**config.mk**
```make
export PLATFORM = sky130hd
export DESIGN_NAME = fault_duty_indicator
export DESIGN_NICKNAME = d
export VERILOG_FILES = /design/src/rtl/fdi_pkg.sv /design/src/rtl/fdi_prio.sv /design/src/rtl/fdi_period.sv /design/src/rtl/fdi_wave.sv /design/src/rtl/fault_duty_indicator.sv
export SDC_FILE = /design/constraint.sdc
export NUM_CORES = 1
export LEC_CHECK = 0
export BUFFER_PORTS_ARGS = -buffer_cell sky130_fd_sc_hd__buf_2
export CAP_MARGIN = 20
export CORE_MARGIN = 2
export CORE_UTILIZATION = 53
export CTS_CLUSTER_DIAMETER = 80
export DETAILED_ROUTE_END_ITERATION = 10
export GPL_TIMING_DRIVEN = 0
export PLACE_DENSITY = 0.72
export SYNTH_ARGS = -nofsm -noshare
export SYNTH_HDL_FRONTEND = slang
export SYNTH_SLANG_ARGS = --single-unit
```
**constraint.sdc**
```tcl
create_clock -name clk -period 2.3 [get_ports clk]
set_input_delay 0.115 -clock clk [delete_from_list [all_inputs] [get_ports clk]]
set_output_delay 0.115 -clock clk [all_outputs]
set_load 0.005 [all_outputs]
```
**src/rtl/fdi_pkg.sv**
```systemverilog
package fdi_pkg;

   // Displayed class, ordered by rising priority
   typedef enum logic [2:0] {
      CLS_NONE   = 3'd0,
      CLS_GATE   = 3'd1,
      CLS_SRC    = 3'd2,
      CLS_BUF    = 3'd3,
      CLS_SEVERE = 3'd4
   } fdi_class_t;

   localparam int unsigned FDI_NUM_CLASSES = 4;

endpackage

```
**src/rtl/fdi_prio.sv**
```systemverilog
module fdi_prio
   import fdi_pkg::*;
#(
   parameter int unsigned N = FDI_NUM_CLASSES
) (
   input  logic [N-1:0] flags_i,
   output fdi_class_t   cls_o
);

   logic [N-1:0] win;

   generate
      if (N != FDI_NUM_CLASSES) begin : g_bad_n
         $error("fdi_prio: N must match the number of displayed classes");
      end
      for (genvar i = 0; i < N; i++) begin : g_win
         if (i == N - 1) begin : g_top
            assign win[i] = flags_i[i];
         end else begin : g_low
            assign win[i] = flags_i[i] & ~(|flags_i[N-1:i+1]);
         end
      end
   endgenerate

   always_comb begin
      cls_o = CLS_NONE;
      for (int k = 0; k < N; k++) begin
         if (win[k]) cls_o = fdi_class_t'(3'(k + 1));
      end
   end

endmodule

```
**src/rtl/fdi_period.sv**
```systemverilog
module fdi_period #(
   parameter int unsigned PERIOD = 1000,
   parameter int unsigned CW     = $clog2(PERIOD)
) (
   input  logic          clk,
   input  logic          rst_n,
   input  logic          tick_i,
   output logic [CW-1:0] cnt_o,
   output logic [CW-1:0] cnt_nx_o,
   output logic          wrap_o
);

   localparam logic [CW-1:0] LAST = CW'(PERIOD - 1);

   generate
      if (PERIOD < 4 || (PERIOD % 4) != 0) begin : g_bad_period
         $error("fdi_period: PERIOD must be a multiple of 4, at least 4");
      end
   endgenerate

   assign wrap_o = tick_i && (cnt_o == LAST);

   always_comb begin
      if (!tick_i)     cnt_nx_o = cnt_o;
      else if (wrap_o) cnt_nx_o = '0;
      else             cnt_nx_o = cnt_o + 1'b1;
   end

   always_ff @(posedge clk or negedge rst_n) begin
      if (!rst_n) cnt_o <= '0;
      else        cnt_o <= cnt_nx_o;
   end

   assert_cnt_range_R8: assert property (@(posedge clk) disable iff (!rst_n)
      cnt_o <= LAST);

   assert_cnt_hold_R8: assert property (@(posedge clk) disable iff (!rst_n)
      !tick_i |=> $stable(cnt_o));

   assert_cnt_wrap_R8: assert property (@(posedge clk) disable iff (!rst_n)
      wrap_o |=> (cnt_o == '0));

endmodule

```
**src/rtl/fdi_wave.sv**
```systemverilog
module fdi_wave
   import fdi_pkg::*;
#(
   parameter int unsigned PERIOD = 1000,
   parameter int unsigned CW     = $clog2(PERIOD)
) (
   input  logic          clk,
   input  logic          rst_n,
   input  logic          tick_i,
   input  logic          wrap_i,
   input  fdi_class_t    cls_i,
   input  logic [CW-1:0] cnt_nx_i,
   output logic          pin_o,
   output fdi_class_t    cls_q_o
);

   localparam logic [CW-1:0] HI_GATE = CW'((PERIOD * 3) / 4);
   localparam logic [CW-1:0] HI_SRC  = CW'(PERIOD / 2);
   localparam logic [CW-1:0] HI_BUF  = CW'(PERIOD / 4);

   fdi_class_t code_nx;
   logic       pin_nx;

   function automatic logic level(input fdi_class_t c, input logic [CW-1:0] n);
      case (c)
         CLS_NONE: level = 1'b1;
         CLS_GATE: level = (n < HI_GATE);
         CLS_SRC:  level = (n < HI_SRC);
         CLS_BUF:  level = (n < HI_BUF);
         default:  level = 1'b0;
      endcase
   endfunction

   assign code_nx = wrap_i ? cls_i : cls_q_o;
   assign pin_nx  = level(code_nx, cnt_nx_i);

   always_ff @(posedge clk or negedge rst_n) begin
      if (!rst_n) begin
         cls_q_o <= CLS_NONE;
         pin_o   <= 1'b1;
      end else if (tick_i) begin
         cls_q_o <= code_nx;
         pin_o   <= pin_nx;
      end
   end

   assert_code_boundary_R9: assert property (@(posedge clk) disable iff (!rst_n)
      !wrap_i |=> $stable(cls_q_o));

   assert_severe_low_R6: assert property (@(posedge clk) disable iff (!rst_n)
      (cls_q_o == CLS_SEVERE) |-> !pin_o);

   assert_idle_high_R2: assert property (@(posedge clk) disable iff (!rst_n)
      (cls_q_o == CLS_NONE) |-> pin_o);

   assert_pin_hold_R8: assert property (@(posedge clk) disable iff (!rst_n)
      !tick_i |=> $stable(pin_o));

endmodule

```
**src/rtl/fault_duty_indicator.sv**
```systemverilog
module fault_duty_indicator
   import fdi_pkg::*;
#(
   parameter int unsigned PERIOD_TICKS = 1000,
   parameter int unsigned NUM_FLAGS    = FDI_NUM_CLASSES
) (
   input  logic                 clk,
   input  logic                 rst_n,
   input  logic                 tick_i,
   input  logic [NUM_FLAGS-1:0] fault_i,
   output logic                 fault_n_o
);

   localparam int unsigned CW = $clog2(PERIOD_TICKS);

   logic [CW-1:0] cnt;
   logic [CW-1:0] cnt_nx;
   logic          wrap;
   fdi_class_t    cls_win;
   fdi_class_t    cls_shown;

   fdi_prio #(.N(NUM_FLAGS)) u_prio (
      .flags_i (fault_i),
      .cls_o   (cls_win)
   );

   fdi_period #(.PERIOD(PERIOD_TICKS), .CW(CW)) u_period (
      .clk      (clk),
      .rst_n    (rst_n),
      .tick_i   (tick_i),
      .cnt_o    (cnt),
      .cnt_nx_o (cnt_nx),
      .wrap_o   (wrap)
   );

   fdi_wave #(.PERIOD(PERIOD_TICKS), .CW(CW)) u_wave (
      .clk      (clk),
      .rst_n    (rst_n),
      .tick_i   (tick_i),
      .wrap_i   (wrap),
      .cls_i    (cls_win),
      .cnt_nx_i (cnt_nx),
      .pin_o    (fault_n_o),
      .cls_q_o  (cls_shown)
   );

   assert_top_prio_R7: assert property (@(posedge clk) disable iff (!rst_n)
      (wrap && fault_i[NUM_FLAGS-1]) |=> (!fault_n_o && cls_shown == CLS_SEVERE));

   assert_top_idle_R2: assert property (@(posedge clk) disable iff (!rst_n)
      (wrap && fault_i == '0) |=> fault_n_o);

   assert_top_start_R3: assert property (@(posedge clk) disable iff (!rst_n)
      (wrap && fault_i == NUM_FLAGS'(1)) |=> (fault_n_o && cnt == '0));

endmodule

```
==> results.md <==
- WL per Instance: 13.66 microns
- DIE WIDTH: 44.74 microns
- Peak VDD IR: 0.4904 mV
- Top-Level Pins: 8
- Leak Pwr: 0.4259 nW
- Port Buffers: 6
- WL met1: 778 microns
- First-pass GRT wire length: 2932 microns
- CTS tree: done
- Critical Path RT: 2.51 ns
- CTS max path bufs: 2
- Period utilization: 89.41%
- Synthesis-to-layout area growth: 10.95%
- Post-synthesis average cell area: 9.259 sq um
- Iteration count of the initial detailed-routing pass: 4
- Total CTS buffers: 3
- Cts repair resizes: 0
- GRT overflow: 0
- Diode count: 0
- Fmax: 486.3 MHz
- CP startpoint: u_period.cnt_o[0]
- Path type of the worst setup path: reg2reg
- Worst setup EP type: register
- Core area: 1524 sq um
- Status: complete, no violations
- Initial antenna violation count: 0
- Setup-failing EPs final: 0
- Post-Syn Area: 879.6 sq um
- Met3 WL post-DR: 113 microns
- Worst-skew pair later-pin latency: 0.28 ns
- HP Class: in2reg
- YS warnings: 0
- CP Max Fanout: 10
- Area occupied by multi-input gates: 465.4 sq um
- Fin crit period: 2.057 ns
- Clock sinks: 14
- Hold Path Origin: fault_i[3]
- Layout cells sized above 1: 22.64%
- Vias per std cell: 5.951
- Die Ht: 44.74 microns
- EDFF count, synth: 0
- Seq/Total Area, Yosys: 39.97%
- # DRC: 0
- DR iter-0 viols: 23
- H-tree Lvls: 1
- Routability cong.: 0.9103
- Pwr/cell area: 865.6 nW/um^2
- Worst slew margin: 73.32%
- Flip-flop and latch area: 351.6 sq um
- Area after DPL: 929.6 sq um
- RR Startpoint: u_period.cnt_o[0]
- Met2 wire len: 753 microns
- TNS Setup: 0 ns
- Dpl ws: 0.2787 ns
- Slew @ Worst Pin: 0.3971 ns
- Post-synthesis net count: 103
- Predominant post-synthesis flop cell: dfrtp_1
- Fin. Hold Viols: 0
- Vias in the first global route: 659
- Final worst slack: 0.2435 ns
- Crit path DAT: 2.26 ns
- Via Count: 726
- Clock transition at path regs: 0.08 ns
- Yosys reg bits: 14
- Fillers: 132
- Element type at the critical path start: register
- Final Max Tran Viols: 0
- Post-route ant nets: 0
- Max-cap viol count: 0
- Final wirelength: 1666 microns
- Post-Synthesis Cells: 95
- Clock Skew: 0.0008120 ns
- Tot GR Track Use: 21.07%
- Fin util: 64.04%
- Setup bufs post-CTS: 0
- Top Layer Used: met4
- RSZ-0062 raised after global routing: false
- Yosys cell types: 36
- Final Cell Area: 975.9 sq um
- Initial Utilization: 57.72%
- Fin nets: 115
- Core Rows: 14
- Min Hold Slack: 0.1223 ns
- Clk Tree Root Cell: clkbuf_4
- Dpl hpwl: 1253 microns
- Async set-or-reset flop fraction in the synthesized netlist: 100.0%
- Die area: 2002 sq um
- Pin count of the biggest net entering global routing: 15
[cells in the mapped netlist, types with 2 or more instances]
cell type	n	area (sq um)
mux2_2	3	33.78
o21ai_0	5	25.02
nor2_1	10	37.54
a31oi_1	3	18.77
nor3_1	4	20.02
xnor2_1	5	43.79
nand4_1	2	12.51
inv_1	6	22.52
xor2_1	2	17.52
o21bai_1	2	15.01
nand3_1	3	15.01
dfrtp_1	13	325.3
nand2_1	10	37.54
a21oi_1	2	10.01
buf_4	2	15.01
o211ai_1	3	22.52
[report_power, final]
part / internal [mW] / leakage (nW) / switching, mW / total, mW
Clock: 0.0965 / 0.0210 / 0.0757 / 0.172
Sequential: 0.305 / 0.166 / 0.0568 / 0.362
Combinational: 0.144 / 0.239 / 0.167 / 0.311
[logic make-up (layout without fill, tap and decap cells)]
| kind of cell | Yosys count | after routing | synth area share (%) |
|---|---|---|---|
| compound gates | 21 | 21 | 16.79 |
| xor+xnor | 7 | 7 | 6.970 |
| fa+ha+maj | 1 | 1 | 1.422 |
| buf+inv | 10 | 21 | 7.111 |
| flops | 14 | 14 | 39.97 |
| mux | 4 | 4 | 4.978 |
| simple gates | 38 | 38 | 22.76 |
[cell type report]
| type | count | share of cell area (%) |
|---|---|---|
| multi-input cells | 71 | 47.69 |
| plain buffers | 4 | 4.103 |
| repair buffers | 7 | 4.103 |
| flip-flops and latches | 14 | 36.03 |
| inverters | 6 | 2.308 |
| clock buffers | 4 | 3.718 |
| well taps | 16 | 2.051 |
[flip-flops by register name, summed over array words and instances (netlist names)]
name	cells
u_period.cnt_o	10
u_wave.pin_o	1
u_wave.cls_q_o	3
[per-layer routing]
metal	up-vias	track usage, %
met1	342	28.17
met3	5	7.200
met4	0	7.273
li1	359	-
met2	20	31.88
met5	-	0
[placed cells by master, fill, tap and decap left out, drive strengths merged, types with 2 or more instances in the layout]
master / count
o211ai: 3
xnor2: 5
a31oi: 3
nand3: 3
inv: 6
xor2: 2
dfrtp: 13
nor3: 5
nand4: 3
clkbuf: 5
mux2: 3
nor2: 10
o21bai: 2
buf: 9
a21oi: 2
nand2: 10
o21ai: 5
[worst max-delay path: stages (launching register included)]
cell      delay [ns]
dfrtp_1         0.44
ha_1            0.28
nand2_1         0.14
nor3_2          0.23
buf_6           0.18
mux2i_1         0.31
a211oi_2        0.11
o22ai_1         0.21
a22oi_2         0.08
[final timing paths]
kind / to / depth (start not counted) / slack, ns
worst min register to register: u_wave.cls_q_o[2] / 1 / 0.51
worst max register to register: u_wave.pin_o / 8 / 0.24
min in group asynchronous: u_period.cnt_o[4] / 2 / 0.25
worst min-delay path: u_wave.cls_q_o[2] / 2 / 0.12
max in group asynchronous: u_wave.pin_o / 2 / 1.76
worst max-delay path: u_wave.pin_o / 8 / 0.24
[through the flow]
stage | instances | power (mW)
after floorplan | 95 | 0.6066
after global placement | 117 | 0.6666
after detailed placement | 117 | 0.6714
after CTS | 122 | 0.8493
after global routing | 122 | 0.9141
final | 122 | 0.8448
[repair_timing]
action,CTS,global route
setup endpoints to repair,0,0
hold endpoints to repair,14,0
hold buffers,1,0
No activity file was read; power rests on OpenSTA's default activity.
